===== config.mk =====
export PLATFORM = sky130hd
export DESIGN_NAME = hostbus_isa_slave
export DESIGN_NICKNAME = d
export VERILOG_FILES = /design/src/rtl/isa_slave_pkg.sv /design/src/rtl/isa_rst_sync.sv /design/src/rtl/isa_addr_decode.sv /design/src/rtl/isa_cycle_ctl.sv /design/src/rtl/hostbus_isa_slave.sv
export SDC_FILE = /design/constraint.sdc
export NUM_CORES = 1
export LEC_CHECK = 0
export BUFFER_PORTS_ARGS = -buffer_cell sky130_fd_sc_hd__buf_2
export CAP_MARGIN = 20
export CORE_MARGIN = 3
export CORE_UTILIZATION = 42
export DETAILED_ROUTE_END_ITERATION = 16
export PLACE_DENSITY = 0.78
export SYNTH_ARGS = -nofsm -noshare
export SYNTH_HDL_FRONTEND = slang
export SYNTH_SLANG_ARGS = --single-unit

===== constraint.sdc =====
create_clock -name clk -period 1.4 [get_ports clk]
set_clock_uncertainty 0.1 [all_clocks]
set_input_delay 0.14 -clock clk [delete_from_list [all_inputs] [get_ports clk]]
set_output_delay 0.14 -clock clk [all_outputs]
set_load 0.1 [all_outputs]

===== src/rtl/isa_slave_pkg.sv =====
package isa_slave_pkg;

  localparam int HOST_DW = 16;

  typedef enum logic [1:0] {
    ST_IDLE  = 2'd0,
    ST_MWAIT = 2'd1,
    ST_HOLD  = 2'd2
  } cyc_state_t;

  typedef struct packed {
    logic [1:0] be;
    logic       swap;
  } lane_t;

  // Odd byte on an 8-bit transfer travels on the low bus lane.
  function automatic lane_t lane_decode(input logic a0, input logic sbhe_n);
    lane_t l;
    l.be   = {a0 | ~sbhe_n, ~a0};
    l.swap = a0 & sbhe_n;
    return l;
  endfunction

  function automatic logic [HOST_DW-1:0] bus_to_int(input logic [HOST_DW-1:0] d,
                                                    input logic swap);
    return swap ? {d[7:0], d[7:0]} : d;
  endfunction

  function automatic logic [HOST_DW-1:0] int_to_bus(input logic [HOST_DW-1:0] w,
                                                    input logic swap);
    return swap ? {w[15:8], w[15:8]} : w;
  endfunction

endpackage


===== src/rtl/isa_rst_sync.sv =====
module isa_rst_sync #(
  parameter int STAGES = 2
) (
  input  logic clk,
  input  logic rst_n,
  output logic rst_n_sync
);
  logic [STAGES-1:0] chain_q;

  always_ff @(posedge clk or negedge rst_n) begin
    if (!rst_n) chain_q <= '0;
    else        chain_q <= {chain_q[STAGES-2:0], 1'b1};
  end

  assign rst_n_sync = chain_q[STAGES-1];
endmodule


===== src/rtl/isa_addr_decode.sv =====
module isa_addr_decode
  import isa_slave_pkg::*;
#(
  parameter logic [15:0] IO_BASE      = 16'h03C0,
  parameter int          IO_WIN_LOG2  = 4,
  parameter logic [19:0] MEM_BASE     = 20'hA0000,
  parameter int          MEM_WIN_LOG2 = 17,
  parameter logic [21:0] ROM_BASE     = 22'h0C0000,
  parameter int          ROM_WIN_LOG2 = 15
) (
  input  logic [21:0] addr,
  input  logic        aen,
  input  logic        sbhe_n,
  output logic        io_hit,
  output logic        mem_hit,
  output logic        rom_hit,
  output lane_t       lane
);
  localparam int IO_TAG_W  = 16 - IO_WIN_LOG2;
  localparam int MEM_TAG_W = 20 - MEM_WIN_LOG2;
  localparam int ROM_TAG_W = 22 - ROM_WIN_LOG2;

  logic [IO_TAG_W-1:0]  io_tag;
  logic [MEM_TAG_W-1:0] mem_tag;
  logic [ROM_TAG_W-1:0] rom_tag;
  logic                 low_mb;

  always_comb begin
    io_tag  = addr[15:IO_WIN_LOG2];
    mem_tag = addr[19:MEM_WIN_LOG2];
    rom_tag = addr[21:ROM_WIN_LOG2];
    low_mb  = (addr[21:20] == 2'b00);
    io_hit  = ~aen && (io_tag == IO_BASE[15:IO_WIN_LOG2]);
    mem_hit = low_mb && (mem_tag == MEM_BASE[19:MEM_WIN_LOG2]);
    rom_hit = (rom_tag == ROM_BASE[21:ROM_WIN_LOG2]);
    lane    = lane_decode(addr[0], sbhe_n);
  end
endmodule


===== src/rtl/isa_cycle_ctl.sv =====
module isa_cycle_ctl
  import isa_slave_pkg::*;
#(
  parameter int IO_WIN_LOG2  = 4,
  parameter int MEM_WIN_LOG2 = 17
) (
  input  logic                    clk,
  input  logic                    rst_n,
  input  logic                    io_hit,
  input  logic                    mem_hit,
  input  lane_t                   lane,
  input  logic                    ior_n,
  input  logic                    iow_n,
  input  logic                    memr_n,
  input  logic                    memw_n,
  input  logic [IO_WIN_LOG2-1:0]  io_off,
  input  logic [MEM_WIN_LOG2-1:1] mem_off,
  input  logic [HOST_DW-1:0]      data_in,
  output logic [HOST_DW-1:0]      data_out,
  output logic                    data_oe,
  output logic                    chan_rdy,
  output logic                    reg_wr,
  output logic                    reg_rd,
  output logic [IO_WIN_LOG2-1:0]  reg_addr,
  output logic [1:0]              reg_be,
  output logic [HOST_DW-1:0]      reg_wdata,
  input  logic [HOST_DW-1:0]      reg_rdata,
  output logic                    mem_req,
  output logic                    mem_we,
  output logic [MEM_WIN_LOG2-1:1] mem_addr,
  output logic [1:0]              mem_be,
  output logic [HOST_DW-1:0]      mem_wdata,
  input  logic                    mem_ack,
  input  logic [HOST_DW-1:0]      mem_rdata
);
  cyc_state_t state_q, state_d;
  logic       is_rd_q, is_rd_d;
  logic       is_io_q, is_io_d;
  logic       swap_q;
  logic       idle, io_go, mem_go, any_strobe, cmd_en, rd_en;
  logic [MEM_WIN_LOG2-1:1] maddr_q;
  logic [1:0]              mbe_q;
  logic [HOST_DW-1:0]      mwd_q, rd_q, rd_d;
  logic                    mwe_q;

  // Next-state and strobe qualification
  always_comb begin
    idle       = (state_q == ST_IDLE);
    any_strobe = ~(ior_n & iow_n & memr_n & memw_n);
    io_go      = idle && io_hit && (~ior_n || ~iow_n);
    mem_go     = idle && !io_go && mem_hit && (~memr_n || ~memw_n);
    cmd_en     = io_go || mem_go;
    state_d    = state_q;
    is_rd_d    = is_rd_q;
    is_io_d    = is_io_q;
    unique case (state_q)
      ST_IDLE: begin
        if (io_go) begin
          state_d = ST_HOLD;
          is_rd_d = ~ior_n;
          is_io_d = 1'b1;
        end else if (mem_go) begin
          state_d = ST_MWAIT;
          is_rd_d = ~memr_n;
          is_io_d = 1'b0;
        end
      end
      ST_MWAIT: if (mem_ack) state_d = ST_HOLD;
      ST_HOLD:  if (!any_strobe) state_d = ST_IDLE;
      default:  state_d = ST_IDLE;
    endcase
    rd_en = (io_go && ~ior_n) || ((state_q == ST_MWAIT) && mem_ack && is_rd_q);
    rd_d  = io_go ? int_to_bus(reg_rdata, lane.swap) : int_to_bus(mem_rdata, swap_q);
  end

  // Control registers
  always_ff @(posedge clk or negedge rst_n) begin
    if (!rst_n) begin
      state_q <= ST_IDLE;
      is_rd_q <= 1'b0;
      is_io_q <= 1'b0;
    end else begin
      state_q <= state_d;
      is_rd_q <= is_rd_d;
      is_io_q <= is_io_d;
    end
  end

  // Command capture, enabled at cycle start
  always_ff @(posedge clk) begin
    if (cmd_en) begin
      swap_q  <= lane.swap;
      maddr_q <= mem_off;
      mbe_q   <= lane.be;
      mwd_q   <= bus_to_int(data_in, lane.swap);
      mwe_q   <= memr_n;
    end
  end

  // Read data hold, enabled on data arrival
  always_ff @(posedge clk) begin
    if (rd_en) rd_q <= rd_d;
  end

  assign reg_rd    = io_go && ~ior_n;
  assign reg_wr    = io_go && ior_n;
  assign reg_addr  = io_off;
  assign reg_be    = lane.be;
  assign reg_wdata = bus_to_int(data_in, lane.swap);

  assign mem_req   = (state_q == ST_MWAIT);
  assign mem_we    = mwe_q;
  assign mem_addr  = maddr_q;
  assign mem_be    = mbe_q;
  assign mem_wdata = mwd_q;

  assign chan_rdy  = ~(mem_go || (state_q == ST_MWAIT));
  assign data_out  = rd_q;
  assign data_oe   = (state_q == ST_HOLD) && is_rd_q && (is_io_q ? ~ior_n : ~memr_n);
endmodule


===== src/rtl/hostbus_isa_slave.sv =====
module hostbus_isa_slave
  import isa_slave_pkg::*;
#(
  parameter logic [15:0] IO_BASE      = 16'h03C0,
  parameter int          IO_WIN_LOG2  = 4,
  parameter logic [19:0] MEM_BASE     = 20'hA0000,
  parameter int          MEM_WIN_LOG2 = 17,
  parameter logic [21:0] ROM_BASE     = 22'h0C0000,
  parameter int          ROM_WIN_LOG2 = 15,
  parameter int          RST_STAGES   = 2
) (
  input  logic                    clk,
  input  logic                    rst_n,
  input  logic                    aen,
  input  logic                    sbhe_n,
  input  logic                    iow_n,
  input  logic                    ior_n,
  input  logic                    memw_n,
  input  logic                    memr_n,
  input  logic [21:0]             addr,
  input  logic [15:0]             data_in,
  output logic [15:0]             data_out,
  output logic                    data_oe,
  output logic                    chan_rdy,
  output logic                    mem16_n,
  output logic                    io16_n,
  output logic                    rom_oe_n,
  output logic                    reg_wr,
  output logic                    reg_rd,
  output logic [IO_WIN_LOG2-1:0]  reg_addr,
  output logic [1:0]              reg_be,
  output logic [15:0]             reg_wdata,
  input  logic [15:0]             reg_rdata,
  output logic                    mem_req,
  output logic                    mem_we,
  output logic [MEM_WIN_LOG2-2:0] mem_addr,
  output logic [1:0]              mem_be,
  output logic [15:0]             mem_wdata,
  input  logic                    mem_ack,
  input  logic [15:0]             mem_rdata
);
  logic  rst_n_int, io_hit, mem_hit, rom_hit;
  lane_t lane;

  isa_rst_sync #(.STAGES(RST_STAGES)) u_rst (
    .clk(clk), .rst_n(rst_n), .rst_n_sync(rst_n_int)
  );

  isa_addr_decode #(
    .IO_BASE(IO_BASE), .IO_WIN_LOG2(IO_WIN_LOG2),
    .MEM_BASE(MEM_BASE), .MEM_WIN_LOG2(MEM_WIN_LOG2),
    .ROM_BASE(ROM_BASE), .ROM_WIN_LOG2(ROM_WIN_LOG2)
  ) u_dec (
    .addr(addr), .aen(aen), .sbhe_n(sbhe_n),
    .io_hit(io_hit), .mem_hit(mem_hit), .rom_hit(rom_hit), .lane(lane)
  );

  isa_cycle_ctl #(.IO_WIN_LOG2(IO_WIN_LOG2), .MEM_WIN_LOG2(MEM_WIN_LOG2)) u_ctl (
    .clk(clk), .rst_n(rst_n_int),
    .io_hit(io_hit), .mem_hit(mem_hit), .lane(lane),
    .ior_n(ior_n), .iow_n(iow_n), .memr_n(memr_n), .memw_n(memw_n),
    .io_off(addr[IO_WIN_LOG2-1:0]), .mem_off(addr[MEM_WIN_LOG2-1:1]),
    .data_in(data_in), .data_out(data_out), .data_oe(data_oe), .chan_rdy(chan_rdy),
    .reg_wr(reg_wr), .reg_rd(reg_rd), .reg_addr(reg_addr), .reg_be(reg_be),
    .reg_wdata(reg_wdata), .reg_rdata(reg_rdata),
    .mem_req(mem_req), .mem_we(mem_we), .mem_addr(mem_addr), .mem_be(mem_be),
    .mem_wdata(mem_wdata), .mem_ack(mem_ack), .mem_rdata(mem_rdata)
  );

  // 16-bit capability flags come from decode only, ahead of the strobes
  assign io16_n   = ~io_hit;
  assign mem16_n  = ~mem_hit;
  assign rom_oe_n = ~(rom_hit && ~memr_n);
endmodule


# Word-level counts from Yosys, hierarchy flattened

Index checks and enable logic that the tools add are counted.

Muxes and demuxes: 14
Bitwise gates (word level): 16
Equality and inequality tests: 8
Reduce and logical (&&, ||, !) cells: 25

Operators by type and width:

| cell                                                   | number |
|---|---|
| two-way mux 16 bit                                     | 2 |
| two-way mux 8 bit                                      | 2 |
| logical AND 1 bit                                      | 14 |
| equality test 12 x 6 -> 1 bit (second input constant)  | 1 |
| NOT 1 bit                                              | 11 |
| two-way mux 2 bit                                      | 4 |
| equality test 7 x 5 -> 1 bit (second input constant)   | 1 |
| one-hot mux 2 bit (3 select lines)                     | 1 |
| logical OR 1 bit                                       | 5 |
| two-way mux 1 bit                                      | 5 |
| bitwise AND 1 bit                                      | 4 |
| logical NOT 2 bit                                      | 2 |
| inequality test 2 x 1 -> 1 bit (second input constant) | 2 |
| equality test 3 bit (second input constant)            | 1 |
| inequality test 3 bit (second input constant)          | 1 |
| AND reduction 3 bit                                    | 1 |
| equality test 2 x 1 -> 1 bit (second input constant)   | 1 |
| equality test 2 bit (second input constant)            | 1 |
| AND reduction 2 bit                                    | 1 |
| nonzero test 2 bit                                     | 1 |
| logical NOT 1 bit                                      | 1 |
| bitwise OR 1 bit                                       | 1 |

Word-level logic and storage cells: 73
Input bits: 79
Output and inout port bits: 81
Register bits: 58

# Depth between registers and ports, before layout

Word-level depth: 11
Gate-level depth with buffers: 6
Gate-level depth less buffers: 4

# Cells and area by module

From an unflattened synthesis, not the netlist that was laid out.

Cell total of the unflattened synthesis: 157
Area, all modules: 2,591.2 um^2

By module, submodules not included:

| module            | times used | cells each | sequential area each (um^2) | area each (um^2) |
|---|---|---|---|---|
| isa_cycle_ctl     | 1          | 139        | 1,661.6                     | 2,442.3 |
| isa_addr_decode   | 1          | 12         | 0.0                         | 81.3 |
| isa_rst_sync      | 1          | 3          | 50.0                        | 53.8 |
| hostbus_isa_slave | 1          | 3          | 0.0                         | 13.8 |

# Worst setup path after synthesis

No wires, ideal clock.

Path kind: input to output
From: in addr[19]
To: out chan_rdy
Stages: 4
Data arrival time: 3.249 ns
Data required time: 1.160 ns
Setup slack: -2.089 ns
Buffers on the path: 0
Cells stage by stage: nor3b_1 > nand2_1 > a221oi_1 > o21ai_0

Cells in the longest elaborated chain, start to end: 6

Ends and longest elaborated chain:

| element                         | line                    | source |
|---|---|---|
| start, declared                 | hostbus_isa_slave.sv:20 | `input logic [21:0] addr,` |
| equality test 3 bit             | isa_addr_decode.sv:34   | `mem_hit = low_mb && (mem_tag == MEM_BASE[19:MEM_WIN_LOG2]);` |
| logical AND 1 bit               | isa_addr_decode.sv:34   |  |
| logical AND 1 bit (2 in series) | isa_cycle_ctl.sv:51     | `mem_go = idle && !io_go && mem_hit && (~memr_n \|\| ~memw_n);` |
| logical OR 1 bit                | isa_cycle_ctl.sv:117    | `assign chan_rdy = ~(mem_go \|\| (state_q == ST_MWAIT));` |
| NOT 1 bit                       | isa_cycle_ctl.sv:117    |  |
| end, declared                   | hostbus_isa_slave.sv:24 | `output logic chan_rdy,` |

Every way passes these cells.

# Final worst setup path

From: reg u_ctl.state_q[1]
To: out chan_rdy

Cells in the longest elaborated chain, start to end: 9
Elaborated cells on any way between the ends: 10
Classes of those cells: 1 x eq/ne; 1 x bitwise; 8 x reduce/logical

Ends and longest elaborated chain:

| element                         | line                 | source |
|---|---|---|
| start, declared                 | isa_cycle_ctl.sv:36  | `cyc_state_t state_q, state_d;` |
| start signal, assigned          | isa_cycle_ctl.sv:83  | `state_q <= state_d;` |
| logical NOT 2 bit               | isa_cycle_ctl.sv:48  | `idle = (state_q == ST_IDLE);` |
| logical AND 1 bit (2 in series) | isa_cycle_ctl.sv:50  | `io_go = idle && io_hit && (~ior_n \|\| ~iow_n);` |
| logical NOT 1 bit               | isa_cycle_ctl.sv:51  |  |
| logical AND 1 bit (3 in series) | isa_cycle_ctl.sv:51  |  |
| logical OR 1 bit *              | isa_cycle_ctl.sv:117 |  |
| NOT 1 bit *                     | isa_cycle_ctl.sv:117 |  |

Mark *: on every way between the ends. The rest lies on a longest branch, timed or not.

==> results.yml <==
setup_path:
  cp.required_ns: 1.16
  worst_ep_arrival_time_ns: 1.63
  crit_path_end_kind: "output port"
  crit_fanout: 3
  crit_path_start_kind: "flip-flop"
  crit_type: "reg -> out"
clock_network:
  clock_latency_ns: 0.32
  cts_buffers: 9
  cts_max_level: 3
  cts_tree: "done"
  clk_pin_slew_ns: 0.06
  cts_root_buffer: "clkbuf_8"
  cts.sinks: 58
  cts_buffer_depth: 2
synth:
  synthesis.nets: 242
  synth-seq-area-share_pct: 67.3
  yosysTopAreaCell: "edfxtp_1"
  synth_cell_type_count: 34
  ys_warn_count: 0
  netlist_instances: 163
  synth.avg_cell_area_um2: 15.6
  synth_area_leaders: "edfxtp_1, mux2i_1, mux2_2"
  synth_top_area_share_pct: 61.4
  synth.cell_area_um2: 2540
  synth-seq-cells: 58
grt:
  antenna_found_initial: 0
  grt_pass1_wl_um: 12000
  overflow: 0
  grt_use_total_pct: 22.1
  first_global_vias: 2383
  grt_max_degree: 37
floorplan:
  core_area_um2: 5680
  die_x_um: 83.8
  die_area_um2: 7020
  fp.dieH_um: 83.8
  io-pin-count: 160
  initial_core_util_pct: 44.8
  fp-row-count: 27
placement:
  gp_congestion: 0.815
  io_buffers: 159
  dpl.hpwl_um: 5350
  dp_slack_ns: -0.459
power_and_ir_drop:
  ir_worst_vdd_uv: 671
  powerDensity_nw_per_um2: 1030
  leakagePower_nw: 2.17
routing:
  vias: 2342
  drt_iter0_markers: 117
  drc: 0
  antenna_left: 0
  dr.pass1.iters: 5
  wl_um: 9190
  routed_via_density: 5.05
  routedWlPerCell_um: 19.8
status:
  status: "finished, violations left"
  failed_checks: "setup timing"
cells_and_area:
  fin_nets: 466
  diodes: 0
  drive_above_1_share_pct: 65.3
  area_growth_pct: 89.4
  fin_util_pct: 84.8
worst_hold_path:
  hp-class: "in -> async"
timing:
  fmax_ghz: 0.535
  setup_viol: 77
  rsz0062_at_grt: "yes"
  final_max_slew_viol_count: 0
  fin_worst_hold_slack_ns: 0.0310
  maxSlewHeadroom_pct: 65.4
  worst_pin_slew_ns: 0.519
  min_period_ns: 1.87
  finalHoldViolCount: 0
  setup_slack_ns: -0.470
  finalCritPeriodShare_pct: 134
job:
  drv_cap: 0
-- layout make-up --
type | instances | area (µm²)
clock buffers | 10 | 128
clock inverters | 6 | 81.3
fillers | 293 | 861
inverters | 6 | 26.3
multi-input cells | 87 | 953
flip-flops and latches | 58 | 1710
well taps | 72 | 90.1
repair buffers | 225 | 1820
-- critical path, stage by stage (launching register included) --
cell and delay (ns):
dfrtp_1 0.40, nor2_4 0.06, and2_4 0.17, buf_6 0.13, a221oi_4 0.29, o21ai_4 0.09
buf_12 0.17
-- Yosys cell counts, drive strengths merged --
cell,number
and3b,1
and3,1
nand4,1
nor2,3
mux2i,25
conb,1
edfxtp,52
nor3b,1
o31ai,1
nor4bb,1
and2,2
nor2b,2
mux2,16
nand3,1
buf,18
nor4,1
a21oi,2
nor3,2
a22o,1
o21ai,3
nand2,12
dfrtp,6
a221oi,1
inv,6
nor4b,1
nand3b,1
and4,1
-- sequential cells by signal, summed over array words and instances, names as in the netlist --
name / count
u_ctl.state_q: 2
u_ctl.mem_be: 2
u_ctl.data_out: 16
u_ctl.mem_we: 1
u_ctl.is_rd_q: 1
u_rst.chain_q: 2
u_ctl.swap_q: 1
u_ctl.is_io_q: 1
u_ctl.mem_addr: 16
u_ctl.mem_wdata: 16
-- timing repair --
item | 4_1_cts | 5_1_grt
hold buffers | 26 | 0
gates resized for setup | 29 | 21
pin swaps | 12 | 13
cloned | 1 | 6
setup endpoints to repair | 78 | 79
endpoints found under the hold margin | 30 | 0
setup buffers | 10 | 11
-- final timing paths --
check | start | to | slack, ns | cells past startpoint
worst max-delay path | u_ctl.state_q[1] | chan_rdy | -0.47 | 6
min in group clk | reg_rdata[11] | u_ctl.data_out[11] | 0.03 | 2
worst min-delay path | rst_n | u_rst.chain_q[0] | 0.03 | 2
worst max register to register | u_ctl.state_q[1] | u_ctl.data_out[10] | -0.36 | 5
max in group asynchronous | u_rst.chain_q[1] | u_ctl.state_q[0] | 0.47 | 1
worst min register to register | u_rst.chain_q[0] | u_rst.chain_q[1] | 0.25 | 0
-- report_power, final --
part	switching, mW	internal [mW]
clock network	0.694	0.992
registers	0.0322	1.93
logic	0.773	0.534
-- cells by family (layout without fill, tap and decap cells) --
logic type             after synthesis  count (layout)  synth area share, %
multiplexers                        41              41                 17.2
AND/OR/NAND/NOR                     31              37                 6.74
AO/OA/AOI/OAI                        8               8                 1.97
other                                1               1                0.147
buffers and inverters               24             247                 6.59
flip-flops                          58              58                 67.3
-- cells in the final DEF, fill, tap and decap left out, types with 5 or more instances in the layout --
master and instances:
dlygate4sd3_1 26, mux2_2 11, nand2_1 8, buf_4 17, mux2i_1 25, nand2_8 7
edfxtp_1 52, dfrtp_1 5, buf_12 25, clkbuf_8 9, buf_6 17, mux2_4 5
inv_1 5, buf_2 137
-- metrics by stage --
| stage | TNS [ns] | instances | power [mW] | instance area, µm² |
|---|---|---|---|---|
| 4_1_cts | -23.57 | 453 | 4.88 | 4560 |
| 2_1_floorplan | -17.68 | 163 | 2.66 | 2670 |
| 6_report | -22.69 | 464 | 4.95 | 4810 |
| 3_5_place_dp | -27.50 | 401 | 3.05 | 3860 |
| 3_3_place_gp | -25.35 | 401 | 3.03 | 3860 |
| 5_1_grt | -27.12 | 464 | 5.10 | 4810 |
-- metal layers --
layer	track usage, %	up-vias	wire (µm)
met2	39.4	124	5190
met1	23.6	1140	3170
met4	12.4	0	255
met5	0	-	0
li1	-	1055	-
met3	5.63	23	578
(Power assumes the default switching activity.)
